===== src/rtl/regroup_pkg.sv =====
package regroup_pkg;

  localparam int SAMPLE_W    = 3;
  localparam int IN_SAMPLES  = 32;
  localparam int OSR         = 3;
  localparam int OUT_SLOTS   = 33;
  localparam int NUM_PHASES  = 3;
  localparam int VAL_W       = SAMPLE_W + 1;
  localparam int PHASE_W     = $clog2(NUM_PHASES);
  localparam int COUNT_W     = $clog2(OUT_SLOTS + 1);
  localparam int SHORT_COUNT = OUT_SLOTS - OSR;
  localparam int CARRY_MAX   = IN_SAMPLES - SHORT_COUNT;
  localparam int IN_W        = IN_SAMPLES * SAMPLE_W;
  localparam int GROUP_W     = OUT_SLOTS * VAL_W;
  localparam int CARRY_W     = CARRY_MAX * SAMPLE_W;
  localparam int CODE_MID    = (1 << SAMPLE_W) - 1;

  // Strobes from the sequencer to the datapath
  typedef struct packed {
    logic                  load;
    logic [NUM_PHASES-1:0] phaseSel;
  } ctrl_t;

  // Leading zero slots in the group of phase p
  function automatic int padSlots(input int p);
    return (p == 0) ? OSR : 0;
  endfunction

  // Samples held over from earlier words when phase p begins
  function automatic int carryEntering(input int p);
    return (p == 0) ? 0 : (p * IN_SAMPLES - SHORT_COUNT - (p - 1) * OUT_SLOTS);
  endfunction

  // Samples held over once phase p has emitted its group
  function automatic int carryLeaving(input int p);
    return carryEntering(p) + IN_SAMPLES - (OUT_SLOTS - padSlots(p));
  endfunction

  // Unsigned code to odd symmetric signed value: 2*code - (2^W - 1)
  function automatic logic [VAL_W-1:0] signedLevel(input logic [SAMPLE_W-1:0] code);
    return {code, 1'b0} - VAL_W'(CODE_MID);
  endfunction

endpackage


===== src/rtl/regroup_ctrl.sv =====
module regroup_ctrl
  import regroup_pkg::*;
(
  input  logic  clk,
  input  logic  rst,
  input  logic  inValid,
  output ctrl_t ctrl
);

  localparam logic [PHASE_W-1:0] LAST_PHASE = PHASE_W'(NUM_PHASES - 1);

  logic [PHASE_W-1:0] phase;

  always_ff @(posedge clk) begin
    if (rst) begin
      phase <= '0;
    end else if (inValid) begin
      phase <= (phase == LAST_PHASE) ? '0 : phase + 1'b1;
    end
  end

  logic [NUM_PHASES-1:0] phaseDec;

  for (genvar p = 0; p < NUM_PHASES; p++) begin : g_dec
    assign phaseDec[p] = (phase == PHASE_W'(p));
  end

  always_comb begin
    ctrl.load     = inValid;
    ctrl.phaseSel = phaseDec;
  end


  phase_range_chk: assert property (@(posedge clk) disable iff (rst)
    phase <= LAST_PHASE);


  phase_wrap_chk: assert property (@(posedge clk) disable iff (rst)
    (inValid && phase == LAST_PHASE) |=> (phase == '0));


  phase_hold_chk: assert property (@(posedge clk) disable iff (rst)
    !inValid |=> $stable(phase));


  phase_restart_chk: assert property (@(posedge clk)
    rst |=> (phase == '0));

endmodule


===== src/rtl/regroup_datapath.sv =====
module regroup_datapath
  import regroup_pkg::*;
(
  input  logic               clk,
  input  logic               rst,
  input  logic [IN_W-1:0]    inSamples,
  input  ctrl_t              ctrl,
  output logic               outValid,
  output logic [COUNT_W-1:0] outCount,
  output logic [GROUP_W-1:0] outGroup
);

  logic [CARRY_W-1:0] carryQ;

  logic [GROUP_W-1:0] candGroup [NUM_PHASES];
  logic [CARRY_W-1:0] candCarry [NUM_PHASES];

  // One candidate group and one leftover set per phase
  for (genvar p = 0; p < NUM_PHASES; p++) begin : g_phase
    localparam int PAD  = padSlots(p);
    localparam int HELD = carryEntering(p);
    localparam int LEFT = carryLeaving(p);

    for (genvar s = 0; s < OUT_SLOTS; s++) begin : g_slot
      if (s < PAD) begin : g_pad
        assign candGroup[p][s*VAL_W +: VAL_W] = '0;
      end else if (s - PAD < HELD) begin : g_held
        assign candGroup[p][s*VAL_W +: VAL_W] =
          signedLevel(carryQ[(s-PAD)*SAMPLE_W +: SAMPLE_W]);
      end else begin : g_new
        assign candGroup[p][s*VAL_W +: VAL_W] =
          signedLevel(inSamples[(s-PAD-HELD)*SAMPLE_W +: SAMPLE_W]);
      end
    end

    for (genvar j = 0; j < CARRY_MAX; j++) begin : g_left
      if (j < LEFT) begin : g_keep
        assign candCarry[p][j*SAMPLE_W +: SAMPLE_W] =
          inSamples[(IN_SAMPLES-LEFT+j)*SAMPLE_W +: SAMPLE_W];
      end else begin : g_none
        assign candCarry[p][j*SAMPLE_W +: SAMPLE_W] = '0;
      end
    end
  end

  logic [GROUP_W-1:0] selGroup;
  logic [CARRY_W-1:0] selCarry;
  logic [COUNT_W-1:0] selCount;

  always_comb begin
    selGroup = '0;
    selCarry = '0;
    selCount = '0;
    for (int p = 0; p < NUM_PHASES; p++) begin
      if (ctrl.phaseSel[p]) begin
        selGroup = selGroup | candGroup[p];
        selCarry = selCarry | candCarry[p];
        selCount = selCount | COUNT_W'(OUT_SLOTS - padSlots(p));
      end
    end
  end

  always_ff @(posedge clk) begin
    if (rst) begin
      outValid <= 1'b0;
      outCount <= '0;
      outGroup <= '0;
      carryQ   <= '0;
    end else begin
      outValid <= ctrl.load;
      if (ctrl.load) begin
        outGroup <= selGroup;
        outCount <= selCount;
        carryQ   <= selCarry;
      end
    end
  end

  // Every slot past the padding must carry an odd level
  logic realOdd;
  always_comb begin
    realOdd = 1'b1;
    for (int s = 0; s < OUT_SLOTS; s++) begin
      if (s >= OUT_SLOTS - int'(outCount)) realOdd = realOdd & outGroup[s*VAL_W];
    end
  end


  real_slot_odd_chk: assert property (@(posedge clk) disable iff (rst)
    outValid |-> realOdd);


  count_legal_chk: assert property (@(posedge clk) disable iff (rst)
    outValid |-> (outCount == COUNT_W'(SHORT_COUNT) || outCount == COUNT_W'(OUT_SLOTS)));


  pad_zero_chk: assert property (@(posedge clk) disable iff (rst)
    (outValid && outCount == COUNT_W'(SHORT_COUNT)) |-> (outGroup[OSR*VAL_W-1:0] == '0));


  reset_clear_chk: assert property (@(posedge clk)
    rst |=> (!outValid && outCount == '0 && outGroup == '0));


  idle_hold_chk: assert property (@(posedge clk) disable iff (rst)
    !ctrl.load |=> ($stable(outGroup) && $stable(outCount)));

endmodule


===== src/rtl/regroup_unit.sv =====
module regroup_unit
  import regroup_pkg::*;
(
  input  logic               clk,
  input  logic               rst,
  input  logic               inValid,
  input  logic [IN_W-1:0]    inSamples,
  output logic               outValid,
  output logic [COUNT_W-1:0] outCount,
  output logic [GROUP_W-1:0] outGroup
);

  ctrl_t ctrl;

  regroup_ctrl u_ctrl (
    .clk     (clk),
    .rst     (rst),
    .inValid (inValid),
    .ctrl    (ctrl)
  );

  regroup_datapath u_data (
    .clk       (clk),
    .rst       (rst),
    .inSamples (inSamples),
    .ctrl      (ctrl),
    .outValid  (outValid),
    .outCount  (outCount),
    .outGroup  (outGroup)
  );


  valid_follow_chk: assert property (@(posedge clk) disable iff (rst)
    inValid |=> outValid);


  valid_quiet_chk: assert property (@(posedge clk) disable iff (rst)
    !inValid |=> !outValid);

endmodule


===== config.mk =====
export PLATFORM = sky130hd
export DESIGN_NAME = regroup_unit
export DESIGN_NICKNAME = d
export VERILOG_FILES = /design/src/rtl/regroup_pkg.sv /design/src/rtl/regroup_ctrl.sv /design/src/rtl/regroup_datapath.sv /design/src/rtl/regroup_unit.sv
export SDC_FILE = /design/constraint.sdc
export NUM_CORES = 1
export LEC_CHECK = 0
export ABC_AREA = 1
export ABC_CLOCK_PERIOD_IN_PS = 2800
export BUFFER_PORTS_ARGS = -buffer_cell sky130_fd_sc_hd__buf_2
export CAP_MARGIN = 20
export CELL_PAD_IN_SITES_DETAIL_PLACEMENT = 0
export CELL_PAD_IN_SITES_GLOBAL_PLACEMENT = 2
export CORE_MARGIN = 4
export CORE_UTILIZATION = 26
export CTS_CLUSTER_DIAMETER = 50
export CTS_CLUSTER_SIZE = 25
export DETAILED_ROUTE_END_ITERATION = 16
export PLACE_DENSITY = 0.93
export SLEW_MARGIN = 20
export SYNTH_ARGS = -nofsm -noshare
export SYNTH_HDL_FRONTEND = slang
export SYNTH_SLANG_ARGS = --single-unit

===== constraint.sdc =====
create_clock -name clk -period 2.8 [get_ports clk]
set_input_delay 0.28 -clock clk [delete_from_list [all_inputs] [get_ports clk]]
set_output_delay 0.28 -clock clk [all_outputs]
set_load 0.01 [all_outputs]

==> key figures, run 1 <==
Global routing
  – First-pass GRT wire length: 34,600 um
  – Largest net degree at the start of global routing: 141
  – Antenna violations before repair: 1
  – Vias in the first global route: 6,263
  – Grt total ovfl: 0
  – Tot GR Track Use: 16.3%

Cells and area
  – Layout cells sized above 1: 23.4%
  – Design area: 7610 um2
  – Fillers: 2,622
  – Fin util: 33.2%
  – Layout Nets: 1,267
  – Layout area overhead: 24.0%

Die
  – Core area: 22,900 um2
  – Die area: 26,100 um2
  – IO Count: 238
  – Cell row count: 55
  – Die Y: 162 um
  – Die Wd: 162 um
  – Starting Density: 26.8%

Timing
  – Slew @ Worst Pin: 0.754 ns
  – Clock skew: 0.0170 ns
  – TNS Setup: 0 ns
  – RSZ-0062 raised after global routing: no
  – Crit share post-route: 67.2%
  – Final Setup Violations: 0
  – Fin. max-slew vios: 0
  – Fmax: 531 MHz
  – Slew margin rel.: 49.6%
  – Hold_ws: 0.186 ns
  – Fin crit period: 1.88 ns
  – Final hold violations: 0

Logic synthesis
  – Synth Register Bits: 111
  – Post-synth net total: 1,108
  – Compound-Gate Fraction of Synth Area: 18.6%
  – Synthesized-area fraction occupied by adder cells: 1.02%
  – Syn_area_per_cell: 6.12 um2
  – Async S/R FF share, synth: 0%
  – Sequential fraction of the synthesis area: 36.2%
  – Most used DFF post-synth: dfxtp_1
  – Post-Synth Simple-Gate Area: 28.3%
  – Post-synth EDFFs: 0
  – Mapped cell area: 6140 um2
  – Multiplexer share of the synthesized area: 0%
  – Largest family of logic cells by synthesized area: simple AND/OR/NAND/NOR gates
  – XOR/XNOR share of the synthesized area: 0%
  – Ys Warns: 0
  – Mapped Cells: 1,004
  – Yosys cell types: 16

Power
  – Switching Share: 33.9%
  – Comb pwr share: 23.9%
  – Clock power share: 32.5%
  – Fraction of power consumed by sequential logic: 43.5%
  – Pwr Density: 535 nW/um2
  – Peak supply drop: 0.224 mV
  – Cell leakage power: 4.22 nW
  – Power, Total: 4.07 mW
  – Internal: 2.69 mW
  – Sw Pwr: 1.38 mW

Setup path
  – CP Data Required Time: 3.09 ns
  – Worst Path Arrival: 2.18 ns
  – Crit Path Class: reg -> reg
  – Setup crit start: u_ctrl.phase[0]$_SDFFE_PP0P_
  – Crit path max fanout: 53
  – Critical path, cell by cell: inv_1, ha_4, buf_4, a21oi_1, a21oi_1
  – CP endpoint kind: flop
  – Critical Path Max Stage Delay: 0.62 ns
  – Slowest-stage cell, CP: ha_4
  – Top cell by count, worst path: a21oi_1
  – Worst R2R Start: u_ctrl.phase[0]$_SDFFE_PP0P_
  – Startpoint type of the worst setup path: flop

Routing
  – DRC Markers: 0
  – Routed vias: 6,598
  – Detailed-route vias per instance: 4.45
  – TritonRoute pass-1 iters: 6
  – DRT iter0 DRCs: 428
  – Final wirelength: 21,900 um
  – Post-DRT Antenna Nets: 0
  – Per-cell routed wire length: 14.8 um

Min path
  – Min-Delay Path Class: in -> reg
  – Min-delay src: inSamples[90]

CTS
  – Cts hold-fix bufs: 0
  – Clock sinks: 111
  – Post-CTS sizing: 0
  – Root Driver: clkbuf_16
  – Clock H-tree levels: 3
  – Postcts setup bufs: 0
  – CTS Buffer Depth: 2
  – Cts bufs inserted: 9
  – CTS tree: yes
  – CTS clk-pin slew, worst paths: 0.09 ns
  – Clk_lat worst skew: 0.37 ns

Placement
  – Port Buffers: 237
  – Final Wtd Congestion: 0.820
  – DP HPWL: 14,900 um
  – Dpl cell area: 7320 um2

Run
  – Max Cap Viol: 0

Outcome
  – Status: complete, no violations
## cells by family after synthesis
| logic type | after synthesis |
|---|---|
| fa+ha+maj | 5 |
| flops | 111 |
| compound gates | 228 |
| buf+inv | 205 |
| simple gates | 455 |
## layout by cell type, fill, tap and decap left out, drive strengths merged
master / count
nand2: 374
buf: 251
a21oi: 130
dfxtp: 111
inv: 104
o21ai: 98
nor2: 63
nand3: 18
clkbuf: 9
clkinv: 5
ha: 5
diode: 1
## layout make-up
type	instances	area (um2)	share of cell area (%)
diodes	1	2.50	0.0329
well taps	313	392	5.14
repair buffers	251	1340	17.6
multi-input cells	688	2980	39.1
clock buffers	9	225	2.96
flip-flops and latches	111	2220	29.2
inverters	102	383	5.03
clock inverters	7	66.3	0.871
## synthesized netlist by cell type, types with 2 or more instances
master | number | area (um2)
o21ai_0 | 91 | 455
buf_2 | 32 | 160
clkbuf_1 | 27 | 101
nand2_1 | 374 | 1400
inv_1 | 100 | 375
buf_1 | 2 | 7.51
ha_1 | 5 | 62.6
inv_2 | 2 | 7.51
dfxtp_1 | 111 | 2220
a21oi_1 | 130 | 651
buf_6 | 3 | 33.8
buf_4 | 39 | 293
nor2_1 | 62 | 233
nand3_1 | 18 | 90.1
o21ai_1 | 7 | 35.0
## layer usage
metal | share of wire, % | global-route usage (%) | vias up | routed length [um]
li1 | - | - | 3396 | -
met1 | 45 | 21.7 | 2981 | 9910
met2 | 46 | 26.0 | 206 | 10000
met3 | 8.2 | 5.00 | 13 | 1810
met4 | 0.99 | 4.00 | 2 | 218
met5 | 0.059 | 0 | - | 13
## power by group through the flow
stage                     clock (mW)  sequential, mW  combinational (mW)
after global routing            1.43            1.79                1.12
after detailed placement           0            1.81               0.987
final                           1.32            1.77               0.975
after global placement             0            1.81               0.985
after CTS                       1.37            1.77               0.991
after floorplan                    0            1.85               0.570
## worst paths after layout
check | to | slack (ns) | depth (start not counted)
worst max-delay path | u_data.outGroup[37]$_SDFFE_PP0P_ | 0.92 | 5
worst min-delay path | u_data.carryQ[0]$_SDFFE_PP0P_ | 0.19 | 3
worst max register to register | u_data.outGroup[37]$_SDFFE_PP0P_ | 0.92 | 5
worst min register to register | u_data.carryQ[3]$_SDFFE_PP0P_ | 0.48 | 2
## flip-flops by register name, indices dropped and copies added (netlist names)
signal	cells
u_data.outGroup	101
u_data.outValid	1
u_data.outCount	1
u_data.carryQ	6
u_ctrl.phase	2
## worst max-delay path, delay by kind of cell, from the launching register on
kind | cells | cell delay [ns]
AO/OA/AOI/OAI | 2 | 0.25
adder cells (fa/ha/maj) | 1 | 0.62
flip-flops | 1 | 0.36
buffers and inverters | 2 | 0.55
## stage by stage
| step | cells | worst slack, ns |
|---|---|---|
| after floorplan | 1004 | 1.41 |
| after global placement | 1465 | 0.955 |
| after detailed placement | 1465 | 0.913 |
| after CTS | 1481 | 0.902 |
| after global routing | 1481 | 0.738 |
| final | 1482 | 0.918 |
(Power assumes the default switching activity.)
==> inputs of run 2 (changes only) <==
- ABC_CLOCK_PERIOD_IN_PS: 2800 -> 1750
- CORE_UTILIZATION: 26 -> 24
- PLACE_DENSITY: 0.93 -> 0.87
- clock period: 2.8 -> 1.75 ns (I/O delays scaled with it)
==> run 2 against run 1 <==
First-iteration DRC count grew 4.2%. Sequential share of layout area is 0.56 points lower. Non-clock buffer count rose by 6. Combinational power up 66%. Worst hold slack lost 0.11 ns. Count of clock-buffer cells in the layout unchanged. Wire length increased by 1.6%.
==> key figures, run 2 (same netlist as run 1, synthesis figures left out) <==
Cells and area
  – Layout Nets: 1,273
  – Most common cell after layout, fill and taps aside: nand2_1
  – Reg with most FFs: u_data.outGroup
  – Register area: 2220 um2
  – Most frequent cells in the layout: nand2_1, buf_2, a21oi_1
  – ANT cells: 0
  – Fillers: 2,856
  – Max reg flops: 101
  – Area of the multi-input gates: 2980 um2
  – Largest regs: u_data.outGroup: 101 flops, u_data.carryQ: 6 flops, u_ctrl.phase: 2 flops
  – Layout cells sized above 1: 23.8%
  – Layout area overhead: 26.4%

Die
  – Die area: 28,200 um2
  – Cell row count: 58
  – Starting Density: 24.4%
  – IO Count: 238
  – Die Wd: 168 um
  – Die Y: 168 um
  – Core area: 25,200 um2

Setup path
  – CP endpoint kind: flop
  – CP Data Required Time: 2.04 ns
  – Startpoint type of the worst setup path: flop
  – Slowest-stage cell, CP: ha_4
  – Reg2reg setup slack: 0.19 ns
  – Critical path, cell by cell: inv_1, ha_4, buf_12, nand2_1, nand2_1, inv_1, a21oi_1
  – Crit path max fanout: 28
  – Crit Path Class: reg -> reg
  – Critical Path Max Stage Delay: 0.40 ns
  – Worst Path Arrival: 1.85 ns

Timing
  – Final hold violations: 0
  – Crit share post-route: 89.3%
  – TNS Setup: 0 ns
  – Slew margin rel.: 55.7%
  – Fmax: 640 MHz
  – Clock skew: 0.0148 ns
  – Fin. max-slew vios: 0
  – Fin crit period: 1.56 ns
  – Slew @ Worst Pin: 0.664 ns
  – Final Setup Violations: 0
  – RSZ-0062 raised after global routing: no

Routing
  – Post-DRT Antenna Nets: 0
  – DRT iter0 DRCs: 446
  – DRC Markers: 0
  – TritonRoute pass-1 iters: 4
  – Routed vias: 6,572
  – Detailed-route vias per instance: 4.37
  – Per-cell routed wire length: 14.8 um
  – Final wirelength: 22,300 um

Global routing
  – First-pass GRT wire length: 35,000 um
  – Tot GR Track Use: 15.2%
  – Vias in the first global route: 6,204
  – Antenna violations before repair: 5
  – Grt total ovfl: 0
  – Largest net degree at the start of global routing: 92

Power
  – Peak supply drop: 0.395 mV
  – Clock power share: 33.8%
  – Fraction of power consumed by sequential logic: 42.2%
  – Power, Total: 6.71 mW
  – Internal: 4.49 mW
  – Sw Pwr: 2.23 mW
  – Pwr Density: 865 nW/um2
  – Comb pwr share: 24.1%
  – Cell leakage power: 4.28 nW
  – Switching Share: 33.2%

CTS
  – CTS Buffer Depth: 2
  – Clock H-tree levels: 3
  – CTS clk-pin slew, worst paths: 0.09 ns
  – Post-CTS sizing: 0
  – Cts bufs inserted: 9
  – Root Driver: clkbuf_16
  – Postcts setup bufs: 0
  – CTS tree: yes
  – Clk_lat worst skew: 0.37 ns
  – Cts hold-fix bufs: 0
  – Clock sinks: 111

Min path
  – Min-Delay Path Class: in -> reg

Placement
  – Port Buffers: 237
  – Final Wtd Congestion: 0.791
  – DP HPWL: 15,500 um

Outcome
  – Status: complete, no violations

Run
  – Max Cap Viol: 0
[run 2: changes by cell type in the layout (fill, tap and decap cells not counted), moves of 2 or more]
| cell | previous run | this run |
|---|---|---|
| clkinv_4 | 5 | 1 |
| inv_8 | 2 | 0 |
| buf_12 | 4 | 9 |
| inv_6 | 0 | 3 |
[run 2: area by class of cell]
class | instances | share of cell area [%]
Clock buffer | 9 | 2.90
Clock inverter | 7 | 1.11
Inverter | 102 | 4.93
Multi-Input combinational cell | 688 | 38.4
Sequential cell | 111 | 28.6
Tap cell | 330 | 5.32
Timing Repair Buffer | 257 | 18.7
[run 2: critical path: cells and delay by family, from the launching register on]
| family | cells | cell delay (ns) |
|---|---|---|
| AO/OA/AOI/OAI | 1 | 0.12 |
| adder cells (fa/ha/maj) | 1 | 0.40 |
| buffers and inverters | 3 | 0.46 |
| flip-flops | 1 | 0.36 |
| AND/OR/NAND/NOR | 2 | 0.12 |
[run 2: per-stage QoR]
step	util [%]	hold slack, ns	worst slack, ns	instance area, um2	cells
final	30.8	0.0718	0.188	7760	1504
after global placement	29.5	0.445	0.217	7440	1487
after detailed placement	29.5	0.449	0.135	7440	1487
after CTS	30.8	0.0582	0.104	7750	1503
after global routing	30.8	0.0760	0.00419	7760	1504
after floorplan	-	0.316	0.362	6140	1004
[run 2: final timing paths]
check | from | endpoint | depth (start not counted)
min | inSamples[4] | u_data.outGroup[10]$_SDFFE_PP0P_ | 3
max reg2reg | u_ctrl.phase[0]$_SDFFE_PP0P_ | u_data.outGroup[41]$_SDFFE_PP0P_ | 7
min reg2reg | u_data.carryQ[5]$_SDFFE_PP0P_ | u_data.carryQ[5]$_SDFFE_PP0P_ | 2
max | u_ctrl.phase[0]$_SDFFE_PP0P_ | u_data.outGroup[41]$_SDFFE_PP0P_ | 7
[run 2: power groups by stage]
stage / clock network (mW) / registers (mW) / logic (mW)
global placement: 0 / 2.89 / 1.63
detailed placement: 0 / 2.89 / 1.63
finish: 2.27 / 2.83 / 1.62
floorplan: 0 / 2.97 / 0.911
CTS: 2.34 / 2.83 / 1.64
global route: 2.43 / 2.86 / 1.84
[run 2: metal layers]
metal | up-vias | wire length [um] | global-route usage [%]
met1 | 2924 | 10100 | 19.7
li1 | 3414 | - | -
met5 | - | 44 | 0
met2 | 190 | 9870 | 24.1
met4 | 10 | 403 | 3.63
met3 | 34 | 1880 | 5.42
